$ cat src/rtl/irqagg_pkg.sv
package irqagg_pkg;
    localparam int LINES     = 11;
    localparam int REG_AW    = 8;
    localparam int WORD_W    = 32;
    localparam int DATA_BITS = 5;

    typedef logic [LINES-1:0] line_vec_t;

    localparam line_vec_t IMPL_LINES = 11'h5FF;

    typedef enum logic [REG_AW-1:0] {
        OFF_TARGET  = 8'h04,
        OFF_REQUEST = 8'h0C,
        OFF_MASK    = 8'h18,
        OFF_PENDING = 8'h1C,
        OFF_LEVEL   = 8'h28
    } reg_off_e;

    typedef struct packed {
        logic [WORD_W-1:0] addr;
        logic [WORD_W-1:0] data;
    } msg_t;

    function automatic msg_t split_target(input logic [WORD_W-1:0] t);
        msg_t m;
        m.addr = {t[WORD_W-1:DATA_BITS], {DATA_BITS{1'b0}}};
        m.data = {{(WORD_W-DATA_BITS){1'b0}}, t[DATA_BITS-1:0]};
        return m;
    endfunction
endpackage

$ cat src/rtl/irqagg_sync.sv
module irqagg_sync #(
    parameter int W = 11
) (
    input  logic         clk,
    input  logic         rst,
    input  logic [W-1:0] async_in,
    output logic [W-1:0] level,
    output logic [W-1:0] change
);
    for (genvar i = 0; i < W; i++) begin : g_line
        logic meta_q, sync_q, prev_q;
        always_ff @(posedge clk) begin
            if (rst) begin
                meta_q <= 1'b0;
                sync_q <= 1'b0;
                prev_q <= 1'b0;
            end else begin
                meta_q <= async_in[i];
                sync_q <= meta_q;
                prev_q <= sync_q;
            end
        end
        assign level[i]  = sync_q;
        assign change[i] = sync_q ^ prev_q;
    end
endmodule

$ cat src/rtl/irqagg_regs.sv
module irqagg_regs
    import irqagg_pkg::*;
(
    input  logic              clk,
    input  logic              rst,
    input  logic              reg_wr,
    input  logic              reg_rd,
    input  logic [REG_AW-1:0] reg_addr,
    input  logic [WORD_W-1:0] reg_wdata,
    output logic [WORD_W-1:0] reg_rdata,
    input  line_vec_t         level,
    input  line_vec_t         change,
    output line_vec_t         req_set,
    output line_vec_t         req_bits,
    output logic [WORD_W-1:0] target,
    output logic              tgt_valid
);
    localparam int PAD = WORD_W - LINES;

    line_vec_t mask_q, req_q, pend_q, pend_set;
    logic      rd_req, rd_pend;

    assign req_set  = change & mask_q & IMPL_LINES;
    assign pend_set = change & IMPL_LINES;
    assign rd_req   = reg_rd && (reg_addr == OFF_REQUEST);
    assign rd_pend  = reg_rd && (reg_addr == OFF_PENDING);

    always_ff @(posedge clk) begin
        if (rst) begin
            mask_q    <= '0;
            req_q     <= '0;
            pend_q    <= '0;
            target    <= '0;
            tgt_valid <= 1'b0;
        end else begin
            req_q  <= (rd_req  ? '0 : req_q)  | req_set;
            pend_q <= (rd_pend ? '0 : pend_q) | pend_set;
            if (reg_wr && reg_addr == OFF_MASK)
                mask_q <= reg_wdata[LINES-1:0];
            if (reg_wr && reg_addr == OFF_TARGET) begin
                target    <= reg_wdata;
                tgt_valid <= 1'b1;
            end
        end
    end

    always_comb begin
        reg_rdata = '0;
        if (reg_rd) begin
            case (reg_addr)
                OFF_TARGET:  reg_rdata = target;
                OFF_REQUEST: reg_rdata = {{PAD{1'b0}}, req_q};
                OFF_MASK:    reg_rdata = {{PAD{1'b0}}, mask_q};
                OFF_PENDING: reg_rdata = {{PAD{1'b0}}, pend_q};
                OFF_LEVEL:   reg_rdata = {{PAD{1'b0}}, level};
                default:     reg_rdata = '0;
            endcase
        end
    end

    assign req_bits = req_q;
endmodule

$ cat src/rtl/irqagg_notify.sv
module irqagg_notify
    import irqagg_pkg::*;
(
    input  logic              clk,
    input  logic              rst,
    input  logic              fire,
    input  logic [WORD_W-1:0] target,
    input  logic              msg_ack,
    output logic              msg_req,
    output logic [WORD_W-1:0] msg_addr,
    output logic [WORD_W-1:0] msg_data
);
    logic req_q, owed_q;
    msg_t held_q;

    always_ff @(posedge clk) begin
        if (rst) begin
            req_q  <= 1'b0;
            owed_q <= 1'b0;
            held_q <= '0;
        end else if (req_q) begin
            if (msg_ack)
                req_q <= 1'b0;
            owed_q <= owed_q | fire;
        end else if (owed_q || fire) begin
            req_q  <= 1'b1;
            owed_q <= 1'b0;
            held_q <= split_target(target);
        end
    end

    assign msg_req  = req_q;
    assign msg_addr = held_q.addr;
    assign msg_data = held_q.data;
endmodule

$ cat src/rtl/irqagg_top.sv
module irqagg_top
    import irqagg_pkg::*;
(
    input  logic              clk,
    input  logic              rst,
    input  logic [LINES-1:0]  irq_in,
    input  logic              reg_wr,
    input  logic              reg_rd,
    input  logic [REG_AW-1:0] reg_addr,
    input  logic [WORD_W-1:0] reg_wdata,
    output logic [WORD_W-1:0] reg_rdata,
    output logic              msg_req,
    output logic [WORD_W-1:0] msg_addr,
    output logic [WORD_W-1:0] msg_data,
    input  logic              msg_ack
);
    line_vec_t         level, change, req_set, req_bits;
    logic [WORD_W-1:0] target;
    logic              tgt_valid, fire;

    irqagg_sync #(.W(LINES)) u_sync (
        .clk      (clk),
        .rst      (rst),
        .async_in (irq_in),
        .level    (level),
        .change   (change)
    );

    irqagg_regs u_regs (
        .clk       (clk),
        .rst       (rst),
        .reg_wr    (reg_wr),
        .reg_rd    (reg_rd),
        .reg_addr  (reg_addr),
        .reg_wdata (reg_wdata),
        .reg_rdata (reg_rdata),
        .level     (level),
        .change    (change),
        .req_set   (req_set),
        .req_bits  (req_bits),
        .target    (target),
        .tgt_valid (tgt_valid)
    );

    assign fire = (|req_set) && tgt_valid;

    irqagg_notify u_notify (
        .clk      (clk),
        .rst      (rst),
        .fire     (fire),
        .target   (target),
        .msg_ack  (msg_ack),
        .msg_req  (msg_req),
        .msg_addr (msg_addr),
        .msg_data (msg_data)
    );
endmodule

$ cat config.mk
export PLATFORM = sky130hd
export DESIGN_NAME = irqagg_top
export DESIGN_NICKNAME = d
export VERILOG_FILES = /design/src/rtl/irqagg_pkg.sv /design/src/rtl/irqagg_sync.sv /design/src/rtl/irqagg_regs.sv /design/src/rtl/irqagg_notify.sv /design/src/rtl/irqagg_top.sv
export SDC_FILE = /design/constraint.sdc
export NUM_CORES = 1
export LEC_CHECK = 0
export BUFFER_PORTS_ARGS = -buffer_cell sky130_fd_sc_hd__buf_4
export CAP_MARGIN = 20
export CORE_MARGIN = 1
export CORE_UTILIZATION = 52
export CTS_CLUSTER_SIZE = 8
export DETAILED_ROUTE_END_ITERATION = 10
export MAX_ROUTING_LAYER = met4
export PLACE_DENSITY_LB_ADDON = 0.12
export SETUP_SLACK_MARGIN = 0.3
export SYNTH_ARGS = -nofsm -noshare
export SYNTH_HDL_FRONTEND = slang
export SYNTH_SLANG_ARGS = --single-unit
$ cat constraint.sdc
create_clock -name clk -period 1.95 [get_ports clk]
set_input_delay 0.195 -clock clk [delete_from_list [all_inputs] [get_ports clk]]
set_output_delay 0.195 -clock clk [all_outputs]
set_load 0.1 [all_outputs]
# Word-level counts from Yosys, hierarchy flattened
# Index checks and enable logic that the tools add are counted.
[classes]
reduce_logical = 9
n_mux = 9
n_eq_ne = 5
bitwise_logic = 16
[op_table]
columns = ["op", "n"]
rows = [
  ["$pmux W32 S5", 1],
  ["$mux W32", 1],
  ["$mux W11", 2],
  ["$or A11 B11 Y11", 2],
  ["$eq A8 B5 Y1 const B", 2],
  ["$and A11 B11 Y11", 1],
  ["$xor A1 B1 Y1", 11],
  ["$reduce_or A10 Y1", 1],
  ["$eq A8 B3 Y1 const B", 1],
  ["$eq A8 B4 Y1 const B", 1],
  ["$eq A8 B6 Y1 const B", 1],
  ["$logic_and A1 B1 Y1", 5],
  ["$mux W1", 5],
  ["$reduce_and A2 Y1", 1],
  ["$reduce_bool A2 Y1", 1],
  ["$logic_or A1 B1 Y1", 1],
  ["$not A1 Y1", 1],
  ["$or A1 B1 Y1", 1],
]
[totals]
out_inout_bits = 97
in_bits = 56
word_cells = 81
regBits = 133

# Longest topological paths before layout
# Gate-level depths: netlist of the first run.
[logic_depth]
depth_word = 7
depth_mapped = 7
ltp_nobuf = 5

# Modules after synthesis
# Synthesis of the first run repeated with hierarchy kept, for this count alone.
[unflattened]
hier_cells = 627
area_unflattened_um2 = 5911.9
[modules_own_cells]
columns = ["module", "area_per_inst_um2", "n_inst", "cells_per_inst", "seq_area_each_um2"]
rows = [
  ["irqagg_regs", 3032.9, 1, 352, 1281.2],
  ["irqagg_notify", 1783.0, 1, 179, 680.7],
  ["irqagg_sync", 1068.5, 1, 91, 660.6],
  ["irqagg_top", 27.5, 1, 5, 0.0],
]

# Worst setup path after synthesis of the first run
# OpenSTA, ideal clock, no wires.
[synth_path]
path_type = "in2out"
startpoint = "in reg_addr[7]"
endpoint = "out reg_rdata[10]"
t_arrival_ns = 2.952
path_buffers = 1
path_stages = 5
t_required_ns = 1.755
slack_ns = -1.197
cell_sequence = "or4_4 -> nor4_4 -> clkbuf_1 -> a21oi_1 -> a21oi_1"
[synth_via]
elab_chain_len = 3
elab_cells_between_ends = 7
cone_classes = "5 x eq/ne; 2 x mux"
[synth_rtl]
columns = ["item", "line", "source"]
rows = [
  ["start, declared", "irqagg_top.sv:9", "input logic [REG_AW-1:0] reg_addr,"],
  ["$eq A8 B6 Y1 (tied with other cells)", "irqagg_regs.sv:50", "case (reg_addr)"],
  ["$pmux W32 S5 *", "irqagg_regs.sv:50", ""],
  ["$mux W32 *", "irqagg_regs.sv:49", "if (reg_rd) begin"],
  ["end, declared", "irqagg_top.sv:11", "output logic [WORD_W-1:0] reg_rdata,"],
]
# Mark *: on every way between the ends. The rest lies on a longest branch, timed or not.

# Final worst setup path of the first run
[layout_path]
startpoint = "in reg_addr[7]"
endpoint = "out reg_rdata[6]"
# Same word-level chain as after synthesis.

==> run summary, run 1 <==
Post-Synthesis Cells - 629
Largest net degree at the start of global routing - 55
Gpl congestion - 0.857
Reg area - 2620 µm²
Die W - 104 µm
TritonCTS Sinks - 130
Tightest hold margin - 0.0457 ns
Post-synthesis sequential area ratio - 47.7%
Cell variety after synth - 30
Synth Area in Adders - 0%
Residual DRC - 0
Share of layout cells above drive strength 1 - 32.7%
Worst-path maximum fanout - 11
Die area - 10900 µm²
Routed wire length per instance - 16.7 µm
CP max stage delay - 0.57 ns
H-Tree Depth - 4
Cell taking the most area after synthesis - dfxtp_1
Setup Crit Path Kind - in -> out
Number of nets still failing antenna checks after routing - 0
TritonCTS clock tree - built
Max Used Layer - met4
Final Cell Area - 8540 µm²
PwrDens - 738 nW/µm²
Final Setup Violations - 30
Clock Latency Late Sink - 0.51 ns
First-pass GRT wire length - 24400 µm
CP cell instances - buf_6 > or4_4 > nor4b_2 > buf_4 > a22oi_1 > a21oi_4 > buf_12
CP endpoint kind - primary output
P&R area growth vs syn - 56.5%
Total vias in the final route - 5000
Ys Warns - 0
Final WL - 15900 µm
Synth top cells by count - dfxtp_1, nand2_1, a21oi_1, nand2b_1, nor2b_1
Synth Area in Simple Gates - 25.0%
1st-pass router iterations - 4
Placed instance area - 6640 µm²
DR vias/cell - 5.23
Maximum clock rate - 0.472 GHz
CTS clk-pin slew, worst paths - 0.06 ns
DR WL met3 - 814 µm
Final worst slack - -0.168 ns
Status - finished, violations left
Peak VDD IR - 0.582 mV
Minimum clock period - 2.12 ns
Final Cycle Share - 109%
Initial DRC count - 319
Initial antenna violation count - 0
CTS Buf Count - 17
Vias in the first global route - 4925
Slowest cell on crit path - or4_4
HPWL after DPL - 8980 µm
Fin nets - 863
Post-Syn Area - 5450 µm²
Max Clock Skew - 0.00489 ns
Cell row count - 37
Buf/Inv on CP - 3
Largest family of logic cells by synthesized area - simple AND/OR/NAND/NOR gates
Top delay family on crit path - simple AND/OR/NAND/NOR gates
I/O pins - 153
Mux cell area share after synthesis - 5.87%
Routed wl met2 - 8480 µm
Core area - 10200 µm²
Max-cap violations - 0
Fill cell count - 557
Initial Utilization - 53.3%
Die Y - 104 µm
Root buffer cell - clkbuf_8
#FFs+latches synth - 130
Clk buf depth - 2
Synth Area in Compound Gates - 11.8%
Post-synth ARST share - 0%
Unrepaired setup endpoints after global routing - yes
Synth area leaders - dfxtp_1, nand2b_1, a21oi_1, nand2_1, mux2i_1
Port Buf Inserts - 120
Grt total ovfl - 0
Worst min-delay path class - in -> reg
M1 wire length - 6280 µm
Type of origin of the critical path - input pin
Final Hold Fails - 0
Top-count cell post-synth - dfxtp_1
Leak - 3.18 nW
Main synth FF type - dfxtp_1
WP data arrival - 1.92 ns
Diodes inserted - 0
Failing checks - negative setup slack
Critical Path RT - 1.75 ns
Gr usage total - 29.5%
Synth top area share - 47.7%
Area of the multi-input gates - 2940 µm²
Avg Synthesized Cell Area - 8.67 µm²
Max-slew violations - 0
Synth Area in XOR/XNOR - 1.61%
Post-synth EDFFs - 0
## through the flow
| step | setup WS [ns] | instances | setup TNS (ns) | util (%) | total power [mW] |
|---|---|---|---|---|---|
| 4_1_cts | -0.140 | 952 | -2.94 | 81.5 | 6.30 |
| 3_5_place_dp | -0.238 | 864 | -11.96 | 64.9 | 3.31 |
| 5_1_grt | -0.200 | 956 | -4.74 | 83.4 | 6.50 |
| 3_3_place_gp | -0.215 | 864 | -8.91 | 64.9 | 3.30 |
| 2_1_floorplan | -0.223 | 660 | -4.08 | - | 3.22 |
| 6_report | -0.168 | 956 | -3.32 | 83.4 | 6.30 |
## layer usage
metal  global-route usage, %  vias to the layer above
met5                       -                        -
li1                        -                     2366
met1                    32.9                     2406
met2                    51.1                      201
met3                    6.58                       27
met4                    11.6                        0
## final cells by class
class | instances | share of cell area (%)
sequential | 130 | 30.7
inverter | 1 | 0.0440
clock buffer | 20 | 5.10
multi-input combinational | 455 | 34.5
tap | 136 | 1.99
clock inverter | 12 | 1.35
timing repair buffer | 202 | 26.4
## state kept, by name, indices dropped and copies added (netlist names)
register	flops
u_regs.pend_q	10
u_sync.g_line.meta_q	11
u_regs.tgt_valid	1
u_notify.msg_req	1
u_notify.msg_addr	27
u_sync.g_line.prev_q	10
u_regs.target	32
u_sync.g_line.sync_q	11
u_notify.msg_data	5
u_notify.owed_q	1
u_regs.req_bits	10
u_regs.mask_q	11
## cells in the final DEF (no fill, tap or decap), types with 2 or more instances in the layout
| cell | count |
|---|---|
| dfxtp_1 | 122 |
| buf_4 | 105 |
| nand2_1 | 101 |
| nand2b_1 | 66 |
| a21oi_1 | 53 |
| dlygate4sd3_1 | 43 |
| buf_12 | 38 |
| nor2b_1 | 35 |
| conb_1 | 32 |
| nor2_1 | 30 |
| mux2i_1 | 30 |
| a22oi_1 | 21 |
| and3_4 | 20 |
| a21oi_2 | 18 |
| clkbuf_16 | 17 |
| a21oi_4 | 10 |
| clkinv_2 | 8 |
| buf_6 | 8 |
| a22oi_2 | 6 |
| xor2_1 | 6 |
| dfxtp_2 | 5 |
| buf_16 | 4 |
| o21ai_0 | 3 |
| buf_8 | 3 |
| dfxtp_4 | 3 |
| xor2_2 | 2 |
| xor2_4 | 2 |
| nand4_1 | 2 |
| nand2_2 | 2 |
| mux2i_2 | 2 |
| clkbuf_8 | 2 |
| clkinvlp_4 | 2 |
| clkbuf_1 | 2 |
| bufinv_16 | 2 |
## worst paths after layout
path,start,to,slack (ns),cells past startpoint
worst max-delay path,reg_addr[7],reg_rdata[6],-0.17,7
worst min-delay path,msg_ack,u_notify.msg_req$_SDFF_PP0_,0.05,3
worst max register to register,u_sync.g_line[6].sync_q$_SDFF_PP0_,u_notify.msg_addr[12]$_SDFFE_PP0P_,0.10,7
worst min register to register,u_sync.g_line[6].meta_q$_SDFF_PP0_,u_sync.g_line[6].sync_q$_SDFF_PP0_,0.43,1
## power breakdown
part           internal (mW)  switching (mW)
combinational          0.206           0.424
clock                   1.83            1.11
sequential              2.70          0.0277
total                   4.74            1.56
## what timing repair did
item | in CTS | in global routing
hold endpoints to repair | 54 | 0
setup endpoints to repair | 65 | 99
hold buffers | 43 | 0
buffers inserted | 7 | 2
gates resized for setup | 133 | 40
gates cloned | 6 | 2
pin swaps | 8 | 3
## cells by family after synthesis
logic type	count (synthesis)
xor+xnor	10
other cells	1
buf+inv	75
mux	32
compound gates	113
flops	130
simple gates	268
## worst reg2reg max path, cell delays in order, from the launching register on
cell	delay [ns]
dfxtp_4	0.37
xor2_4	0.20
a22oi_2	0.14
nand4_1	0.21
o31a_4	0.43
buf_12	0.17
buf_16	0.13
mux2i_1	0.11
(Power assumes the default switching activity.)
==> inputs of run 2 (changes only) <==
--- a/config.mk
+++ b/config.mk
@@ -5,15 +5,17 @@
 export SDC_FILE = /design/constraint.sdc
 export NUM_CORES = 1
 export LEC_CHECK = 0
+export ABC_AREA = 1
 export BUFFER_PORTS_ARGS = -buffer_cell sky130_fd_sc_hd__buf_4
 export CAP_MARGIN = 20
-export CORE_MARGIN = 1
+export CORE_MARGIN = 2
 export CORE_UTILIZATION = 52
 export CTS_CLUSTER_SIZE = 8
 export DETAILED_ROUTE_END_ITERATION = 10
 export MAX_ROUTING_LAYER = met4
 export PLACE_DENSITY_LB_ADDON = 0.12
 export SETUP_SLACK_MARGIN = 0.3
+export SLEW_MARGIN = 20
 export SYNTH_ARGS = -nofsm -noshare
 export SYNTH_HDL_FRONTEND = slang
 export SYNTH_SLANG_ARGS = --single-unit
==> run 2 against run 1 <==
Compared with the run above: the flow now finishes without violations; critical path depth shrank 2; non-clock buffer count is the same; sequential power is essentially flat; sequential share of layout area shrank 0.072 points; utilization shrank 0.18 points; combinational power grew 6.3%; highest routed layer unchanged; synthesized cell count grew 21%; via count grew 11%; flip-flop and latch count is the same; clock-buffer cell count is the same.
==> run summary, run 2 <==
Post-Synthesis Cells - 760
Max reg flops - 32
CTS Buf Count - 17
HPWL after DPL - 9060 µm
H-Tree Depth - 4
First-pass GRT wire length - 23500 µm
Buf/Inv on CP - 1
Cell taking the most area after synthesis - dfxtp_1
Vias in the first global route - 5062
Residual DRC - 0
Worst-path maximum fanout - 2
Main synth FF type - dfxtp_1
Gpl congestion - 0.882
Fin nets - 993
Post-Syn Area - 5490 µm²
Final WL - 16200 µm
Ys Warns - 0
Critical Path RT - 1.75 ns
Max Clock Skew - 0.00611 ns
Max-cap violations - 0
Peak VDD IR - 0.571 mV
Core area - 10300 µm²
Final Setup Violations - 0
Largest register by flop count - u_regs.target
Maximum clock rate - 0.569 GHz
Initial Utilization - 53.4%
Unrepaired setup endpoints after global routing - yes
CP endpoint kind - primary output
TritonCTS clock tree - built
Max-slew violations - 0
Type of origin of the critical path - register
PwrDens - 771 nW/µm²
Clk buf depth - 2
Gr usage total - 26.5%
Root buffer cell - clkbuf_8
Total vias in the final route - 5544
Post-synthesis sequential area ratio - 47.4%
Routed wire length per instance - 14.9 µm
Diodes inserted - 0
Synth top cells by count - dfxtp_1, nand2_1, a21oi_1, inv_1, nor2_1
Port Buf Inserts - 120
Clock Latency Late Sink - 0.53 ns
Top-count cell post-synth - dfxtp_1
TNS Setup - 0 ns
Cell row count - 37
Die area - 11400 µm²
Final Cycle Share - 90.1%
Status - complete, no violations
WP data arrival - 1.56 ns
Number of nets still failing antenna checks after routing - 0
Post-synth ARST share - 0%
Commonest cells after routing, fill and taps aside - buf_4, dfxtp_1, nand2_1
Post-synth EDFFs - 0
CP max stage delay - 0.33 ns
Fill cell count - 643
#FFs+latches synth - 130
Synth area leaders - dfxtp_1, a21oi_1, nand2_1, inv_1, nor2_1
Slew @ Worst Pin - 0.604 ns
Die W - 107 µm
1st-pass router iterations - 5
Relative slew slack - 59.7%
Avg Synthesized Cell Area - 7.23 µm²
Grt total ovfl - 0
P&R area growth vs syn - 55.8%
TritonCTS Sinks - 130
Initial antenna violation count - 0
Commonest non-fill, non-tap cell in the layout - buf_4
Die Y - 107 µm
Worst min-delay path class - in -> reg
Initial DRC count - 371
Leak - 3.71 nW
DR vias/cell - 5.10
Setup Crit Path Kind - reg -> out
Largest net degree at the start of global routing - 65
Minimum clock period - 1.76 ns
Overall power - 6.60 mW
Slowest cell on crit path - dfxtp_1
Cell variety after synth - 22
CP cell instances - nand2_1 > o21ai_1 > a211oi_2 > nor2_4 > buf_12
CTS clk-pin slew, worst paths - 0.06 ns
Synth top area share - 47.4%
Final Hold Fails - 0
Top delay family on crit path - compound AO/OA/AOI/OAI gates
I/O pins - 153
Share of layout cells above drive strength 1 - 34.3%
==> run 2: repair_timing <==
item / 4_1_cts / 5_1_grt
cloned: 2 / 7
hold endpoints to repair: 53 / 0
resized for setup: 102 / 73
buffers inserted: 9 / 7
hold buffers: 46 / 0
pin swaps: 19 / 22
setup endpoints to repair: 29 / 55
==> run 2: path summary, 6_finish.rpt <==
check / startpoint / end / slack [ns] / cells after the start
setup / recovery: u_regs.pend_q[4]$_SDFF_PP0_ / reg_rdata[4] / 0.19 / 5
hold / removal: reg_wr / u_regs.mask_q[1]$_SDFFE_PP0P_ / 0.01 / 3
setup reg to reg: u_sync.g_line[5].sync_q$_SDFF_PP0_ / u_notify.msg_addr[31]$_SDFFE_PP0P_ / 0.35 / 11
hold reg to reg: u_sync.g_line[5].meta_q$_SDFF_PP0_ / u_sync.g_line[5].sync_q$_SDFF_PP0_ / 0.40 / 2
==> run 2: cell families after synthesis <==
| group | count (synthesis) | synth area share [%] |
|---|---|---|
| AOI/OAI and AO/OA | 163 | 15.3 |
| buffers and inverters | 170 | 14.8 |
| DFF | 130 | 47.4 |
| other | 1 | 0.0683 |
| and+or+nand+nor | 296 | 22.4 |
==> run 2: stage by stage <==
stage          util, %  cells  hold slack, ns  cell area (µm²)  setup WS [ns]
6_report          83.2   1086          0.0116             8560          0.192
5_1_grt           83.2   1086          0.0282             8560          0.148
2_1_floorplan        -    791           0.299             6020          0.143
4_1_cts           79.3   1072        0.000722             8150          0.241
3_3_place_gp      65.5    983           0.388             6730         0.0937
3_5_place_dp      65.5    983           0.396             6730         0.0654
==> run 2: worst min-delay path: cells and delay by family <==
kind | cells | cell delay, ns
simple gates | 1 | 0.08
buf+inv | 1 | 0.15
compound gates | 1 | 0.06
==> run 2: metal layers <==
layer,global-route usage [%],wire length (µm)
met5,-,0
met4,10.0,402
met3,4.80,945
met2,45.1,8420
met1,31.3,6440
==> run 2: area by class of cell <==
| cell class | count | area (µm²) | share of cell area (%) |
|---|---|---|---|
| Inverter | 92 | 382 | 4.46 |
| Clock buffer | 20 | 445 | 5.21 |
| Sequential cell | 130 | 2620 | 30.6 |
| Timing Repair Buffer | 202 | 1950 | 22.8 |
| Timing Repair inverter | 2 | 15.0 | 0.175 |
| Multi-Input combinational cell | 492 | 2820 | 32.9 |
| Clock inverter | 12 | 156 | 1.83 |
| Tap cell | 136 | 170 | 1.99 |
==> run 2: report_power, final <==
group	leakage (nW)	total, mW	internal (mW)	switching, mW
Sequential	1.06	2.72	2.70	0.0219
Combinational	2.35	0.670	0.194	0.475
Clock	0.295	3.20	2.02	1.18
Total	3.71	6.60	4.92	1.68
==> inputs of run 3 (changes only) <==
--- a/config.mk
+++ b/config.mk
@@ -9,7 +9,7 @@
 export BUFFER_PORTS_ARGS = -buffer_cell sky130_fd_sc_hd__buf_4
 export CAP_MARGIN = 20
 export CORE_MARGIN = 2
-export CORE_UTILIZATION = 52
+export CORE_UTILIZATION = 47
 export CTS_CLUSTER_SIZE = 8
 export DETAILED_ROUTE_END_ITERATION = 10
 export MAX_ROUTING_LAYER = met4
==> constraint.sdc (replaced) <==
create_clock -name clk -period 1.6 [get_ports clk]
set_input_delay 0.16 -clock clk [delete_from_list [all_inputs] [get_ports clk]]
set_output_delay 0.16 -clock clk [all_outputs]
set_load 0.1 [all_outputs]
==> run 3 against run 2 <==
Compared with the run above: the flow now finishes with violations (negative setup slack); wire length up 6.6%; utilization down 2.3 points; design area up 8.1%; worst hold slack better by 0.026 ns; global-route usage down 0.48 points; largest cell class unchanged.
==> run summary, run 3 (same netlist as run 2, synthesis figures left out) <==
Status - finished, violations left
Failing checks - negative setup slack
Clock Latency Late Sink - 0.42 ns
Max reg flops - 32
1st-pass router iterations - 5
Commonest cells after routing, fill and taps aside - dfxtp_1, buf_4, nand2_1
H-Tree Depth - 4
Post-place setup slack - -0.167 ns
Routed wire length per instance - 16.0 µm
Final Cell Area - 9250 µm²
GR Util met1 - 29.3%
Final worst slack - -0.0661 ns
Grt peak-use layer - met2
Final Setup Violations - 11
Number of nets still failing antenna checks after routing - 0
Die area - 12600 µm²
Worst min-delay path class - in -> reg
Diodes inserted - 0
Critical Path RT - 1.44 ns
Cell row count - 39
Core area - 11400 µm²
Reg area - 2620 µm²
Initial DRC count - 516
Grt total ovfl - 0
Initial antenna violation count - 0
First-pass GRT wire length - 25600 µm
DR vias/cell - 5.22
Area of the multi-input gates - 3270 µm²
Largest register by flop count - u_regs.target
Root buffer cell - clkbuf_16
Share of layout cells above drive strength 1 - 44.1%
Gr usage total - 26.0%
Largest net degree at the start of global routing - 69
Die W - 112 µm
Worst-path maximum fanout - 5
Internal power - 5.81 mW
WP data arrival - 1.51 ns
Leak - 3.87 nW
TritonCTS clock tree - built
Port Buf Inserts - 120
Overall power - 7.77 mW
Residual DRC - 0
Clock power frac - 47.0%
CP endpoint kind - primary output
Fin nets - 980
Sequential power share - 42.8%
CTS clk-pin slew, worst paths - 0.06 ns
HPWL after DPL - 9950 µm
CTS Buf Count - 17
Peak VDD IR - 0.748 mV
Clk buf depth - 2
Fill cell count - 703
Sw frac - 25.2%
Initial Utilization - 48.1%
Max Clock Skew - 0.00743 ns
I/O pins - 153
Vias in the first global route - 5391
Routing usage on met2 - 45.7%
Setup Crit Path Kind - in -> out
Gpl congestion - 0.880
Switching Power - 1.95 mW
Type of origin of the critical path - input pin
PwrDens - 840 nW/µm²
Minimum clock period - 1.67 ns
P&R area growth vs syn - 68.3%
Unrepaired setup endpoints after global routing - yes
Maximum clock rate - 0.600 GHz
Comb power frac - 10.2%
Placed instance area - 7120 µm²
Commonest non-fill, non-tap cell in the layout - dfxtp_1
Final Cycle Share - 104%
TritonCTS Sinks - 130
Die Y - 112 µm
Final Hold Fails - 0
Max-cap violations - 0
Final WL - 17300 µm
Max-slew violations - 0
Total vias in the final route - 5631
Met3 GRT Util - 5.29%
[run 3: cell types whose count changed in the layout (fill, tap and decap cells not counted), sizes merged]
cell,previous run,this run
dlygate4sd3,46,12
clkbuf,24,29
clkinvlp,4,2
clkinv,7,4
inv,92,90
bufinv,3,2
buf,152,174
[run 3: worst paths after layout]
check | startpoint | to | slack [ns] | depth (start not counted)
max reg2reg | u_sync.g_line[4].prev_q$_SDFF_PP0_ | u_notify.msg_addr[19]$_SDFFE_PP0P_ | 0 | 10
min reg2reg | u_sync.g_line[5].meta_q$_SDFF_PP0_ | u_sync.g_line[5].sync_q$_SDFF_PP0_ | 0.39 | 2
min | reg_wdata[2] | u_regs.mask_q[2]$_SDFFE_PP0P_ | 0.04 | 3
max | reg_addr[7] | reg_rdata[8] | -0.07 | 12
[run 3: metal layers]
layer,share of wire (%),routed length (µm)
met1,38,6490
met2,52,9030
met3,6.4,1100
met4,3.8,651
met5,0,0
[run 3: critical path, stage by stage]
cell      delay [ns]
buf_6           0.11
inv_12          0.05
nand3_4         0.10
nor2_4          0.16
nand2_2         0.11
inv_4           0.11
buf_12          0.12
nand2_1         0.05
o21ai_1         0.14
a211oi_2        0.08
nor2_4          0.14
buf_12          0.18
[run 3: power by group through the flow]
| stage | registers [mW] | logic, mW | clock network [mW] |
|---|---|---|---|
| 6_report | 3.32 | 0.793 | 3.65 |
| 4_1_cts | 3.32 | 0.747 | 3.67 |
| 5_1_grt | 3.32 | 0.838 | 3.87 |
| 3_5_place_dp | 3.38 | 0.705 | 0 |
| 3_3_place_gp | 3.38 | 0.699 | 0 |
| 2_1_floorplan | 3.38 | 0.591 | 0 |
[run 3: what timing repair did]
action / CTS / global route
gates cloned: 4 / 7
setup buffers: 6 / 7
resized for setup: 192 / 120
endpoints found under the hold margin: 12 / 0
pin swaps: 30 / 56
hold buffers: 12 / 0
setup endpoints to repair: 66 / 95
[run 3: final cells by class]
type	instances	area share, %
multi-input combinational	492	35.4
tap	143	1.94
clock buffer	24	4.99
sequential	130	28.3
clock inverter	6	0.893
inverter	92	4.15
timing repair buffer	191	24.3
[run 3: per-stage QoR]
step | util (%) | setup TNS [ns] | hold slack [ns] | cells
final | 81.0 | -0.260 | 0.0376 | 1078
after global placement | 62.4 | -0.946 | 0.333 | 1012
after CTS | 75.1 | 0 | 0.0301 | 1064
after global routing | 81.0 | -2.18 | 0.0400 | 1078
after floorplan | - | -1.56 | 0.246 | 791
after detailed placement | 62.4 | -3.12 | 0.343 | 1012
